File: config.mk
export PLATFORM = sky130hd
export DESIGN_NAME = indirect_ptr_unit
export DESIGN_NICKNAME = d
export VERILOG_FILES = /design/src/rtl/ipu_pkg.sv /design/src/rtl/ipu_decode.sv /design/src/rtl/ipu_agu.sv /design/src/rtl/ipu_ptr_bank.sv /design/src/rtl/indirect_ptr_unit.sv
export SDC_FILE = /design/constraint.sdc
export NUM_CORES = 1
export LEC_CHECK = 0
export ABC_CLOCK_PERIOD_IN_PS = 10570
export CAP_MARGIN = 20
export CORE_ASPECT_RATIO = 1.75
export CORE_MARGIN = 3
export CORE_UTILIZATION = 50
export DETAILED_ROUTE_END_ITERATION = 10
export GPL_TIMING_DRIVEN = 0
export PLACE_DENSITY = 0.74
export SLEW_MARGIN = 20
export SYNTH_ARGS = -nofsm -noshare
export SYNTH_HDL_FRONTEND = slang
export SYNTH_HIERARCHICAL = 1
export SYNTH_SLANG_ARGS = --single-unit
File: constraint.sdc
create_clock -name clk -period 10.57 [get_ports clk]
set_clock_uncertainty 0.05 [all_clocks]
set_input_delay 1.5855 -clock clk [delete_from_list [all_inputs] [get_ports clk]]
set_output_delay 1.5855 -clock clk [all_outputs]
set_load 0.01 [all_outputs]
File: src/rtl/ipu_pkg.sv
package ipu_pkg;
  // slot code = position of an address inside a pointer's 8-address group
  typedef enum logic [2:0] {
    SLOT_NONE    = 3'd0,
    SLOT_LO      = 3'd1,
    SLOT_HI      = 3'd2,
    SLOT_INDEXW  = 3'd3,
    SLOT_PREINC  = 3'd4,
    SLOT_POSTINC = 3'd5,
    SLOT_POSTDEC = 3'd6,
    SLOT_PLAIN   = 3'd7
  } slot_e;

  typedef enum logic [1:0] {
    TK_RAM   = 2'd0,
    TK_VIRT  = 2'd1,
    TK_PBYTE = 2'd2
  } tkind_e;

  typedef struct packed {
    tkind_e     kind;
    logic [1:0] sel;
    slot_e      slot;
  } tgt_t;
endpackage

File: src/rtl/ipu_decode.sv
module ipu_decode
  import ipu_pkg::*;
#(
  parameter int             AW      = 12,
  parameter int             NPTR    = 3,
  parameter logic [AW-1:0]  WIN_TOP = 12'hFEF
) (
  input  logic [AW-1:0] addr,
  output tgt_t          tgt
);
  localparam logic [AW-1:0] WIN_SPAN = AW'(8 * NPTR);
  localparam logic [AW-1:0] WIN_BASE = WIN_TOP - WIN_SPAN + AW'(1);

  logic [AW-1:0] idx;
  logic [2:0]    off;
  logic [AW-4:0] grp;
  logic          in_win;

  always_comb begin
    idx    = addr - WIN_BASE;
    off    = idx[2:0];
    grp    = idx[AW-1:3];
    in_win = (addr >= WIN_BASE) && (addr <= WIN_TOP) && (off != 3'd0);
    tgt.kind = TK_RAM;
    tgt.sel  = '0;
    tgt.slot = SLOT_NONE;
    if (in_win) begin
      // highest group belongs to pointer 0
      tgt.sel  = 2'(NPTR - 1 - int'(grp));
      tgt.slot = slot_e'(off);
      tgt.kind = (off >= 3'd3) ? TK_VIRT : TK_PBYTE;
    end
  end
endmodule

File: src/rtl/ipu_agu.sv
module ipu_agu
  import ipu_pkg::*;
#(
  parameter int AW = 12,
  parameter int DW = 8
) (
  input  logic [AW-1:0] ptr,
  input  logic [DW-1:0] w,
  input  slot_e         slot,
  output logic [AW-1:0] ea
);
  logic [AW-1:0] w_ext;

  always_comb begin
    w_ext = {{(AW-DW){w[DW-1]}}, w};
    case (slot)
      SLOT_PREINC: ea = ptr + AW'(1);
      SLOT_INDEXW: ea = ptr + w_ext;
      default:     ea = ptr;
    endcase
  end
endmodule

File: src/rtl/ipu_ptr_bank.sv
module ipu_ptr_bank
  import ipu_pkg::*;
#(
  parameter int AW   = 12,
  parameter int DW   = 8,
  parameter int NPTR = 3
) (
  input  logic                     clk,
  input  logic                     rst,
  input  logic                     mod_en,
  input  logic [1:0]               mod_sel,
  input  slot_e                    mod_slot,
  input  logic                     wr_en,
  input  logic [1:0]               wr_sel,
  input  logic                     wr_hi,
  input  logic [DW-1:0]            wr_data,
  output logic [NPTR-1:0][AW-1:0]  ptrs
);
  localparam int HW = AW - DW;

  always_ff @(posedge clk) begin
    if (rst) begin
      ptrs <= '0;
    end else begin
      for (int i = 0; i < NPTR; i++) begin
        if (wr_en && (wr_sel == 2'(i))) begin
          // a byte write beats any step of the same pointer
          if (wr_hi) ptrs[i][AW-1:DW] <= wr_data[HW-1:0];
          else       ptrs[i][DW-1:0]  <= wr_data;
        end else if (mod_en && (mod_sel == 2'(i))) begin
          case (mod_slot)
            SLOT_POSTDEC:              ptrs[i] <= ptrs[i] - AW'(1);
            SLOT_POSTINC, SLOT_PREINC: ptrs[i] <= ptrs[i] + AW'(1);
            default:                   ptrs[i] <= ptrs[i];
          endcase
        end
      end
    end
  end
endmodule

File: src/rtl/indirect_ptr_unit.sv
module indirect_ptr_unit
  import ipu_pkg::*;
#(
  parameter int            AW      = 12,
  parameter int            DW      = 8,
  parameter int            NPTR    = 3,
  parameter logic [AW-1:0] WIN_TOP = 12'hFEF
) (
  input  logic          clk,
  input  logic          rst,
  input  logic          acc_en,
  input  logic          acc_we,
  input  logic [AW-1:0] acc_addr,
  input  logic [DW-1:0] acc_wdata,
  input  logic [DW-1:0] w_val,
  output logic [DW-1:0] rd_data,
  output logic          rd_zero_hint,
  output logic          mem_en,
  output logic          mem_we,
  output logic [AW-1:0] mem_addr,
  output logic [DW-1:0] mem_wdata,
  input  logic [DW-1:0] mem_rdata
);
  tgt_t                     dir_t;
  tgt_t                     res_t;
  logic [NPTR-1:0][AW-1:0]  ptrs;
  logic [AW-1:0]            base;
  logic [AW-1:0]            ea;
  logic [AW-1:0]            tgt_addr;
  logic                     indirect;
  logic [DW-1:0]            pbyte_val;
  logic                     mod_en;
  logic                     wr_en;
  logic                     wr_hi;
  logic                     rd_acc;
  logic                     from_mem_q;
  logic [DW-1:0]            hold_q;
  logic                     zero_q;

  // first decode: what the CPU named
  ipu_decode #(.AW(AW), .NPTR(NPTR), .WIN_TOP(WIN_TOP)) u_dec_dir (
    .addr (acc_addr),
    .tgt  (dir_t)
  );

  assign indirect = (dir_t.kind == TK_VIRT);
  assign base     = ptrs[dir_t.sel];

  ipu_agu #(.AW(AW), .DW(DW)) u_agu (
    .ptr  (base),
    .w    (w_val),
    .slot (dir_t.slot),
    .ea   (ea)
  );

  assign tgt_addr = indirect ? ea : acc_addr;

  // second decode: where the access really lands
  ipu_decode #(.AW(AW), .NPTR(NPTR), .WIN_TOP(WIN_TOP)) u_dec_res (
    .addr (tgt_addr),
    .tgt  (res_t)
  );

  assign wr_hi     = (res_t.slot == SLOT_HI);
  assign pbyte_val = wr_hi ? DW'(ptrs[res_t.sel][AW-1:DW]) : ptrs[res_t.sel][DW-1:0];
  assign mod_en    = acc_en && indirect;
  assign wr_en     = acc_en && acc_we && (res_t.kind == TK_PBYTE);
  assign rd_acc    = acc_en && !acc_we;

  ipu_ptr_bank #(.AW(AW), .DW(DW), .NPTR(NPTR)) u_bank (
    .clk      (clk),
    .rst      (rst),
    .mod_en   (mod_en),
    .mod_sel  (dir_t.sel),
    .mod_slot (dir_t.slot),
    .wr_en    (wr_en),
    .wr_sel   (res_t.sel),
    .wr_hi    (wr_hi),
    .wr_data  (acc_wdata),
    .ptrs     (ptrs)
  );

  assign mem_en    = acc_en && (res_t.kind == TK_RAM);
  assign mem_we    = mem_en && acc_we;
  assign mem_addr  = tgt_addr;
  assign mem_wdata = acc_wdata;

  always_ff @(posedge clk) begin
    if (rst) begin
      from_mem_q <= 1'b0;
      hold_q     <= '0;
      zero_q     <= 1'b0;
    end else begin
      from_mem_q <= rd_acc && (res_t.kind == TK_RAM);
      hold_q     <= (rd_acc && (res_t.kind == TK_PBYTE)) ? pbyte_val : '0;
      zero_q     <= rd_acc && (res_t.kind == TK_VIRT);
    end
  end

  assign rd_data      = from_mem_q ? mem_rdata : hold_q;
  assign rd_zero_hint = zero_q;
endmodule

Yosys cells after proc, flatten, opt, wreduce, memory -nomap -nowiden
Cells that the tools add are included.
- eq/ne operators: 18
- muxes and demuxes: 23
- bitwise logic cells: 1
- add/sub/neg operators: 12
- reductions and logical operators: 40
- magnitude comparators: 8
- operators by type and width (operator ; number):
    two-way mux 12 bit ; 9
    one-hot mux 12 bit (2 select lines) ; 4
    adder 12 x 1 -> 12 bit (second input constant) ; 4
    binary-select mux 12 bit (select 2 bit) ; 2
    subtractor 12 x 1 -> 12 bit (second input constant) ; 3
    greater-or-equal comparator 12 bit (second input constant) ; 2
    <= comparator 12 bit (second input constant) ; 2
    logical AND 1 bit ; 19
    AND reduction 3 bit ; 6
    two-way mux 8 bit ; 2
    nonzero test 3 bit ; 5
    two-way mux 7 bit ; 2
    adder 12 bit ; 1
    != test 2 bit (second input constant) ; 6
    subtractor 5 bit (second input constant) ; 2
    == test 3 bit (second input constant) ; 3
    == test 2 x 1 -> 1 bit (second input constant) ; 4
    two-way mux 4 bit ; 2
    == test 2 bit (second input constant) ; 3
    == test 3 x 2 -> 1 bit (second input constant) ; 2
    greater-or-equal comparator 3 x 2 -> 1 bit (second input constant) ; 2
    zero test 2 bit ; 3
    < comparator 2 x 3 -> 1 bit (second input constant) ; 2
    nonzero test 2 bit ; 3
    6 further kinds ; 9
- bits of input ports: 40
- output and inout port bits: 31
- word-level logic and storage cells: 112
- bits in registers: 46

Depth between registers and ports, before layout
Gate-level depths: netlist (run 1).
- depth in word-level cells: 18
- mapped depth: 27
- depth with buffers taken out: 27

Hierarchy
Netlist (run 1), hierarchy kept.
- by module, submodules not included (module ; cells an instance ; area each (µm²) ; sequential area each (µm²) ; times used):
    ipu_ptr_bank ; 410 ; 3109.2 ; 720.7 ; 1
    indirect_ptr_unit ; 137 ; 1176.1 ; 200.2 ; 1
    ipu_agu ; 83 ; 626.9 ; 0.0 ; 1
    ipu_decode ; 17 ; 148.9 ; 0.0 ; 2

Least setup slack after synthesis (run 1)
Ideal clock, no wire load.
- path type: input to output
- from: input port acc_addr[9]
- to: output port mem_we
- arrival: 5.774 ns
- path slack: 3.161 ns
- stages on the path: 18
- data required time: 8.935 ns
- path buffers: 1
- path through: nand4_2 -> or3_1 -> nor2_1 -> buf_2 -> mux2i_1 -> o21ai_1 -> ha_1 -> nor2b_4 -> o31a_1 -> o41ai_4 -> mux2i_1 -> xnor2_1 -> mux2_1 -> nand4_2 -> a211oi_4 -> nor3b_2 -> nor3b_1 -> and2_1
- RTL lines (item ; line ; source):
    start, declared ; indirect_ptr_unit.sv:13 ; input logic [AW-1:0] acc_addr,
    end, declared ; indirect_ptr_unit.sv:19 ; output logic mem_we,

==> results of run 1 <==
registers in the layout, indices dropped and copies added (netlist names):
| signal | count |
|---|---|
| u_bank/ptrs | 36 |
| hold_q | 8 |
| from_mem_q | 1 |
| rd_zero_hint | 1 |
stage by stage:
stage / total power (W) / cell area (um2) / std cells
2_1_floorplan: 0.0001972 / 5210 / 664
3_3_place_gp: 0.0002301 / 6057 / 858
6_report: 0.0004364 / 6291 / 867
3_5_place_dp: 0.0002309 / 6092 / 859
5_1_grt: 0.0004478 / 6291 / 867
4_1_cts: 0.0004379 / 6291 / 867
cell type report:
class / count / share of cell area [%]
flip-flops and latches: 46 / 14.64
well taps: 125 / 2.486
clock buffers: 6 / 2.208
clock inverters: 2 / 0.9547
plain buffers: 36 / 2.983
inverters: 28 / 1.710
multi-input cells: 554 / 63.60
repair buffers: 70 / 11.42
cells by family (layout without fill, tap and decap cells):
kind of cell    count (synthesis)  in the layout  share of synthesized area [%]
simple gates                  244            244                          24.38
compound gates                182            182                          24.90
buf+inv                        64            142                          5.667
mux                            53             53                          11.24
flops                          46             46                          17.68
fa+ha+maj                      41             41                          10.42
xor+xnor                       34             34                          5.716
worst max-delay path: stages:
cell,delay [ps]
clkdlybuf4s50_1,500
nand4_2,190
or3_1,380
nor2_1,680
buf_2,420
mux2i_1,150
o21ai_1,380
inv_1,120
fa_1,500
nor2b_4,140
o31a_1,230
o41ai_4,110
mux2i_1,160
xnor2_1,140
mux2_1,330
nand4_2,170
a211oi_4,60
nor3b_2,170
nor3b_1,360
and2_1,180
clkdlybuf4s50_1,530
power by group through the flow:
stage          clock (W)  combinational [W]  sequential (W)
2_1_floorplan          0          0.0000198        0.000177
3_3_place_gp           0          0.0000527        0.000177
3_5_place_dp           0          0.0000535        0.000177
4_1_cts         0.000211          0.0000538        0.000174
5_1_grt         0.000217          0.0000569        0.000173
6_report        0.000209          0.0000536        0.000174
layer usage:
layer | GRT usage (%) | part of all wire [%]
met1 | 28.81 | 35
met2 | 54.95 | 53
met3 | 3.626 | 4.3
met5 | 0 | 0
met4 | 18.78 | 6.9
cells in the mapped netlist, drive strengths merged, types with 3 or more instances:
cell / count
a2111oi: 6
a211oi: 13
a21o: 16
a21oi: 44
a221o: 4
a221oi: 6
a311oi: 7
a31oi: 4
a32oi: 3
and2: 16
and3b: 5
buf: 20
clkbuf: 16
dfxtp: 46
fa: 4
ha: 37
inv: 28
mux2: 32
mux2i: 21
nand2: 70
nand2b: 6
nand3: 8
nand3b: 5
nand4: 7
nor2: 72
nor2b: 11
nor3: 13
nor3b: 10
o21a: 7
o21ai: 45
o21bai: 3
o311ai: 4
o31ai: 3
or2: 6
or3: 4
or3b: 3
xnor2: 22
xor2: 12
placed cells by master (no fill, tap or decap), types with 4 or more instances in the layout:
cell type	n
clkdlybuf4s50_1	69
and2_1	16
a221oi_1	5
clkbuf_16	5
nor2_1	71
or3_1	4
a21o_1	16
nor2b_1	10
a221o_1	4
a21oi_1	42
o21ai_1	29
xnor2_1	22
o21ai_0	14
nand3_1	8
nor3b_1	7
buf_4	9
dfxtp_1	46
clkbuf_1	16
nand4_1	5
a311oi_1	7
buf_2	9
mux2i_1	21
ha_1	37
fa_1	4
nor3_1	13
nand2_1	70
mux2_1	25
inv_1	26
and3b_1	5
mux2_4	4
a31oi_1	4
a211oi_1	11
o21a_1	6
xor2_1	12
final timing paths:
kind,from,end,depth (start not counted)
setup / recovery,acc_addr[9],mem_we,21
hold / removal,u_bank/ptrs[7],u_bank/ptrs[7],2
setup reg to reg,u_bank/ptrs[25],u_bank/ptrs[26],18
hold reg to reg,u_bank/ptrs[7],u_bank/ptrs[7],2
==> impl_metrics.tcl, run 1 <==
set metrics [dict create \
    antenna_found_initial 0 \
    htree_levels 2 \
    seqPwrFrac_pct 39.8 \
    die_x_um 83.17 \
    clkTransAtPathRegs_ps 60 \
    root_buffer "clkbuf_16" \
    r2r_setup_slack_ps 4900 \
    hold_slack_ps 458.4 \
    die_area_um2 11730 \
    synth_largest_area_cell "dfxtp_1" \
    routabilityCongestion 0.9782 \
    drc 0 \
    synthesis.nets 745 \
    rows 48 \
    multi_input_area_um2 4001 \
    cap_violations 0 \
    hp-class "register to register" \
    drt_iter0_markers 297 \
    comb_power_share_pct 12.3 \
    syn-cell-area_um2 5210 \
    cp_max_fo 10 \
    fin_setup_tns_ps 0 \
    worst_setup_path_end_kind "primary output" \
    area.growth.synth_to_final_pct 20.75 \
    synth-seq-area-share_pct 17.68 \
    ys_seq_elements 46 \
    timing.final.ws_setup_ps 1444 \
    cts_buffers 5 \
    dp_slack_ps 1433 \
    p_sw_w 0.00009174 \
    p_clk_share_pct 48.0 \
    arrival_ps 7490 \
    postCtsHoldBufs 0 \
    avgSynthCellArea_um2 7.846 \
    seqCellArea_um2 920.9 \
    worst_slew_pin_slew_ps 1061 \
    crit_path_start_kind "input port" \
    wire_per_inst_um 19.50 \
    cts_sinks 46 \
    post-route-period-util_pct 86.34 \
    synth_top_area_share_pct 17.68 \
    ios 71 \
    n_antenna_cell 0 \
    setup_violations 0 \
    period_minus_slack_ps 9126 \
    place_hpwl_um 13910 \
    finalMaxSlewViolations 0 \
    grt_pass1_vias 5274 \
    io_buffers 69 \
    vdd_ir_drop_max_mv 0.08862 \
    overflow 0 \
    rsz0062_at_grt "no" \
    core_area_um2 10030 \
    status "completed" \
    synth_ff_type "dfxtp_1" \
    layout.nets 822 \
    p_leak_nw 2.656 \
    p_sw_share_pct 21.02 \
    required_ps 8930 \
    cts_resized 0 \
    power.density_nw_per_um2 69.38 \
    grt_pass1_wl_um 27100 \
    crit_type "input port to primary output" \
    vias 5305 \
    die_y_um 141.0 \
    drt_pass1_iterations 5 \
    slew_headroom_pct 29.13 \
    grt_max_degree 24 \
    postCtsSetupBuffers 0 \
    start_util_pct 51.95 \
    synthesis.instances 664 \
    via_per_inst 6.119 \
    clk_latency_ps 290 \
    synth_cell_types 80 \
    async_reset_ff_share_pct 0 \
    synth_edf_count 0 \
    ys_top_cells_by_area "dfxtp_1, ha_1, mux2_1, nor2_1, nand2_1" \
    drive_above_1_share_pct 8.625 \
    cts_buffer_depth 2 \
    wl_um 16910 \
    track_usage_pct 28.86 \
    cts_tree "yes" \
    final-hold-violation-count 0 \
    post-route-util_pct 62.72 \
    ys_warn_count 6 \
    max_freq_mhz 109.6 \
    p_int_w 0.0003447 \
    final_antenna_net_count 0 \
    nFillCells 902 \
]
Note: power is estimated with default switching activity, not from simulation.
==> run 2: changes to the inputs <==
Settings changed: RECOVER_POWER from default to 50.
==> run 2 against run 1 <==
Compared with the run above: fmax fell by 4.8%; clock power about the same; non-clock buffer count unchanged; wire length decreased by 0.19%; highest routed layer unchanged; largest cell class unchanged; worst hold slack barely moved; sequential share of layout area is essentially flat; flip-flop and latch count did not move; cell area is essentially flat; die area stayed put; count of clock-buffer cells in the layout did not move.
==> impl_metrics.tcl, run 2 (same netlist as run 1, synthesis figures left out) <==
set metrics [dict create \
    max_freq_mhz 104.3 \
    vias 5293 \
    track_usage_pct 28.86 \
    layout_commonest_cell "nor2_1" \
    power.density_nw_per_um2 69.14 \
    worst_slew_pin_slew_ps 1049 \
    slowest_stage "nor2_1" \
    start_util_pct 51.95 \
    drc 0 \
    clk_latency_ps 290 \
    crit_path_start_kind "input port" \
    required_ps 8930 \
    die_x_um 83.17 \
    core_area_um2 10030 \
    critPathMaxStageDelay_ps 690 \
    hp-class "register to register" \
    drt_pass1_iterations 5 \
    mostFrequentLayoutCells "nor2_1, nand2_1, dfxtp_1, a21oi_1, clkdlybuf4s50_1" \
    vdd_ir_drop_max_mv 0.08861 \
    slew_headroom_pct 29.94 \
    cap_violations 0 \
    period_minus_slack_ps 9591 \
    met3_usage_pct 3.626 \
    crit_chain "clkdlybuf4s50_1 > nand4_2 > or3_1 > nor2_1 > clkbuf_1 > mux2i_1 > o21ai_0 > inv_1 > fa_1 > nor2b_4 > o31a_1 > o41ai_4 > mux2i_1 > xnor2_1 > mux2_1 > nand4_2 > a211oi_4 > nor3b_2 > nor3b_1 > and2_1 > clkdlybuf4s50_1" \
    cts_tree "yes" \
    min_path_cells 2 \
    rsz0062_at_grt "no" \
    overflow 0 \
    busiest_layer "met2" \
    htree_levels 2 \
    wire_per_inst_um 19.46 \
    final-hold-violation-count 0 \
    area.growth.synth_to_final_pct 20.70 \
    largest_registers "u_bank/ptrs (36), hold_q (8)" \
    reg2regPathDepth 18 \
    power.total_w 0.0004348 \
    fin_setup_tns_ps 0 \
    nFillCells 901 \
    drive_above_1_share_pct 8.356 \
    clkTransAtPathRegs_ps 60 \
    layout.nets 822 \
    final_antenna_net_count 0 \
    setup_violations 0 \
    cts_buffer_depth 2 \
    n_antenna_cell 0 \
    via_per_inst 6.105 \
    met2_usage_pct 54.95 \
    drt_iter0_markers 285 \
    io_buffers 69 \
    finalMaxSlewViolations 0 \
    cp.buffers_inverters 4 \
    cp_max_fo 10 \
    cts_buffers 5 \
    postCtsSetupBuffers 0 \
    antenna_found_initial 0 \
    grt_pass1_wl_um 27100 \
    p_leak_nw 2.680 \
    root_buffer "clkbuf_16" \
    grt_pass1_vias 5274 \
    arrival_ps 7960 \
    postCtsHoldBufs 0 \
    crit_type "input port to primary output" \
    cts_resized 0 \
    routabilityCongestion 0.9782 \
    die_area_um2 11730 \
    wl_um 16880 \
    post-route-period-util_pct 90.73 \
    place_inst 859 \
    fin_cells 867 \
    die_y_um 141.0 \
    largest_reg_flops 36 \
    largest_register "u_bank/ptrs" \
    cts_sinks 46 \
    place_hpwl_um 13910 \
    cpLargestDelayFamily "simple AND/OR/NAND/NOR gates" \
    status "completed" \
    worst_setup_path_end_kind "primary output" \
    grt.met1_usage_pct 28.81 \
    grt_max_degree 24 \
    rows 48 \
    path_depth 21 \
    ios 71 \
]
run 2: cell types whose count changed in the layout (fill, tap and decap cells not counted):
cell and change:
dlygate4sd3_1 +28, clkbuf_1 +2, buf_2 -2, o21ai_1 -1, o21ai_0 +1, clkdlybuf4s50_1 -28
run 2: final timing paths:
kind / from / endpoint / slack (ps)
max reg2reg: u_bank/ptrs[25] / u_bank/ptrs[28] / 4690
min: u_bank/ptrs[7] / u_bank/ptrs[7] / 460
max: acc_addr[9] / mem_we / 980
min reg2reg: u_bank/ptrs[7] / u_bank/ptrs[7] / 460
run 2: power by group:
group,switching [W],internal [W]
logic,0.0000242,0.0000276
clock network,0.0000675,0.000142
registers,0.0000000646,0.000173
run 2: tightest hold or removal path, stage by stage, from the launching register on:
cell     delay [ps]
dfxtp_1         340
nand2_1          70
a21oi_1          50
run 2: layout make-up:
type / instances / area (um2) / area share [%]
multi-input combinational: 554 / 4001 / 63.63
sequential: 46 / 920.9 / 14.64
timing repair buffer: 70 / 718.2 / 11.42
clock buffer: 6 / 138.9 / 2.209
clock inverter: 2 / 60.06 / 0.9550
buffer: 36 / 185.2 / 2.945
tap: 125 / 156.4 / 2.487
inverter: 28 / 107.6 / 1.711
run 2: metal layers:
layer | up-vias | wire length [um]
met2 | 199 | 9023
li1 | 2559 | -
met5 | - | 0
met1 | 2474 | 5951
met4 | 0 | 1162
met3 | 61 | 739
run 2: through the flow:
stage | setup slack (ps) | hold WS, ps | util [%] | instance area [um2]
after CTS | 1397 | 459.6 | 62.72 | 6291
after floorplan | 3161 | 411.1 | - | 5210
after detailed placement | 1433 | 451.0 | 60.74 | 6092
after global placement | 1360 | 455.7 | 60.39 | 6057
final | 979.4 | 458.4 | 62.70 | 6289
after global routing | 539.4 | 484.1 | 62.70 | 6289
==> run 3: changes to the inputs <==
Settings changed: MAX_ROUTING_LAYER from default to met4, SETUP_SLACK_MARGIN from default to 0.4, SYNTH_HIERARCHICAL 1 to default.
==> run 3 against run 2 <==
Compared with the run above: critical path depth unchanged; flip-flop and latch count did not move; cell area rose by 0.58%; worst hold slack improved by 28 ps; combinational power grew 60%; synthesized cell count increased by 4.7%; sequential share of layout area shrank 0.084 points; count of clock-buffer cells in the layout is 1 lower; fmax up 0.64%; final cell count up 3.8%; critical path type unchanged; largest cell class unchanged.
==> impl_metrics.tcl, run 3 <==
set metrics [dict create \
    status "completed" \
    clkTransAtPathRegs_ps 70 \
    async_reset_ff_share_pct 0 \
    wl_um 21470 \
    layout_commonest_cell "a21oi_1" \
    syn-cell-area_um2 5326 \
    rows 49 \
    mostFrequentLayoutCells "a21oi_1, clkdlybuf4s50_1, inv_1, nand2_1" \
    p_leak_nw 2.474 \
    routabilityCongestion 1.058 \
    grt_max_degree 34 \
    timing.rr.end "u_bank.ptrs[9]" \
    layout.nets 857 \
    ys_warn_count 0 \
    avgSynthCellArea_um2 7.664 \
    clk_latency_ps 300 \
    drc 0 \
    track_usage_pct 36.93 \
    final_antenna_net_count 0 \
    overflow 0 \
    worst_setup_path_end_kind "primary output" \
    ys_seq_elements 46 \
    core_area_um2 10360 \
    cts_buffers 5 \
    cp.buffers_inverters 7 \
    yosys-top-cells-count "a21oi_1, inv_1, nand2_1, dfxtp_1, o21ai_0" \
    place_inst 892 \
    ys_top_cells_by_area "dfxtp_1, ha_1, a21oi_1, o21ai_0, xnor2_1" \
    synth_top_area_share_pct 17.29 \
    largest_reg_flops 36 \
    die_x_um 84.02 \
    start_util_pct 51.41 \
    place_hpwl_um 17320 \
    cp_max_fo 10 \
    yosysMostFrequentCell "a21oi_1" \
    synth_largest_area_cell "dfxtp_1" \
    synth_cell_types 82 \
    drive_above_1_share_pct 7.115 \
    period_minus_slack_ps 9529 \
    ios 71 \
    seqCellArea_um2 920.9 \
    reg2reg_from "u_bank.ptrs[13]" \
    synthesis.nets 780 \
    final-hold-violation-count 0 \
    r2r_setup_slack_ps 4790 \
    largest_register "u_bank.ptrs" \
    drt_pass1_iterations 8 \
    synth-seq-area-share_pct 17.29 \
    grt.met1_usage_pct 37.02 \
    postPlaceCellArea_um2 6186 \
    finalMaxSlewViolations 0 \
    critPathMaxStageDelay_ps 520 \
    arrival_ps 7890 \
    via_per_inst 6.807 \
    cp_common_cell "clkbuf_1" \
    startpoint "acc_addr[4]" \
    cap_violations 0 \
    crit_type "input port to primary output" \
    grt_pass1_wl_um 33470 \
    fin_setup_tns_ps 0 \
    grt_pass1_vias 6211 \
    vdd_ir_drop_max_mv 0.09191 \
    min_from "u_bank.ptrs[14]" \
    met2_usage_pct 64.40 \
    die_area_um2 11980 \
    postCtsHoldBufs 0 \
    rsz0062_at_grt "no" \
    reg2regPathDepth 16 \
    cts_tree "yes" \
    synth_ff_type "dfxtp_1" \
    cpLargestDelayFamily "buffers and inverters" \
    slowest_stage "clkdlybuf4s50_1" \
    n_antenna_cell 0 \
    wire_per_inst_um 23.85 \
    crit_chain "clkdlybuf4s50_1 > buf_4 > nand3b_1 > a211oi_1 > clkbuf_1 > clkbuf_1 > nand2_1 > or2_2 > ha_1 > a21o_1 > a22oi_1 > a211oi_1 > or3b_1 > o32ai_1 > o2111a_1 > o2111a_1 > buf_2 > and2_0 > clkbuf_1 > nor2_1 > clkdlybuf4s50_1" \
    postCtsSetupBuffers 0 \
    multi_input_area_um2 3990 \
    slew_headroom_pct 33.70 \
    holdPathEnd "u_bank.ptrs[14]" \
    crit_path_start_kind "input port" \
    htree_levels 2 \
    synthesis.instances 695 \
    nFillCells 1004 \
    antenna_found_initial 0 \
    cts_sinks 46 \
    die_y_um 142.5 \
    power.density_nw_per_um2 70.17 \
    area.growth.synth_to_final_pct 18.75 \
    largest_registers "u_bank.ptrs (36), hold_q (8)" \
    fin_cells 900 \
    min_path_cells 2 \
    hold_slack_ps 486.0 \
    fin_area_um2 6325 \
    root_buffer "clkbuf_16" \
    synth_edf_count 0 \
    io_buffers 70 \
    worst_slew_pin_slew_ps 990.8 \
    met3_usage_pct 4.693 \
    post-route-period-util_pct 90.15 \
    vias 6126 \
    busiest_layer "met2" \
    max_freq_mhz 104.9 \
    cts_resized 0 \
    required_ps 8930 \
    cts_buffer_depth 2 \
    setup_violations 0 \
    drt_iter0_markers 506 \
    hp-class "register to register" \
]
-- run 3: cell count changes after synthesis, sizes merged, moves of 16 or more --
cell and delta:
nor3 +16, inv +23, nor2 -41, nand2 -22, mux2 -24
-- run 3: worst max-delay path by stage --
stage / endpoint / slack, ps / cells past startpoint
final: mem_we / 1040 / 21
after global routing: mem_we / 480 / 21
after CTS: mem_we / 1370 / 21
after detailed placement: mem_we / 1380 / 21
after global placement: mem_we / 1350 / 21
after floorplan: mem_we / 3210 / 19
-- run 3: area by class of cell --
cell class / instances / area share (%)
Timing Repair Buffer: 70 / 11.08
Tap cell: 127 / 2.512
Multi-Input combinational cell: 561 / 63.09
Clock buffer: 5 / 1.978
Clock inverter: 3 / 0.7122
Buffer: 37 / 3.046
Sequential cell: 46 / 14.56
Inverter: 51 / 3.027
-- run 3: worst register-to-register path, cell delays in order (launching register included) --
cell and delay (ps):
dfxtp_1 420, a22oi_1 150, a211oi_1 430, nor2_1 180, inv_1 90, ha_1 220, a21o_1 210, a22oi_1 430
a211oi_1 200, or3b_1 400, o32ai_1 430, o2111a_1 280, o2111ai_1 310, clkbuf_1 370, nor2_1 840, nand2_1 330
a311oi_1 340
-- run 3: power breakdown --
| part | total (W) | switching [W] | leakage [nW] | internal (W) |
|---|---|---|---|---|
| sequential | 0.000174 | 0.000000282 | 0.370 | 0.000173 |
| combinational | 0.0000831 | 0.0000464 | 2.03 | 0.0000366 |
| clock | 0.000187 | 0.0000753 | 0.0760 | 0.000112 |
| total | 0.000444 | 0.000122 | 2.47 | 0.000322 |
-- run 3: metal layers --
layer	up-vias	routed length [um]
met4	0	2018
met5	-	0
li1	2775	-
met2	371	10850
met1	2848	7333
met3	132	1264
-- run 3: kinds of logic after synthesis --
logic type               share of synthesized area [%]
multiplexers                                     3.007
AND/OR/NAND/NOR                                  20.34
AO/OA/AOI/OAI                                    35.21
adder cells (fa/ha/maj)                          11.13
XOR/XNOR                                         5.755
buffers and inverters                            7.258
flip-flops                                       17.29
-- run 3: metrics by stage --
stage / power (W) / util (%) / setup WS (ps)
floorplan: 0.0002171 / - / 3214
global placement: 0.0002596 / 59.70 / 1350
detailed placement: 0.0002599 / 59.70 / 1378
CTS: 0.0004427 / 61.35 / 1371
global route: 0.0004550 / 61.04 / 479.1
finish: 0.0004438 / 61.04 / 1041
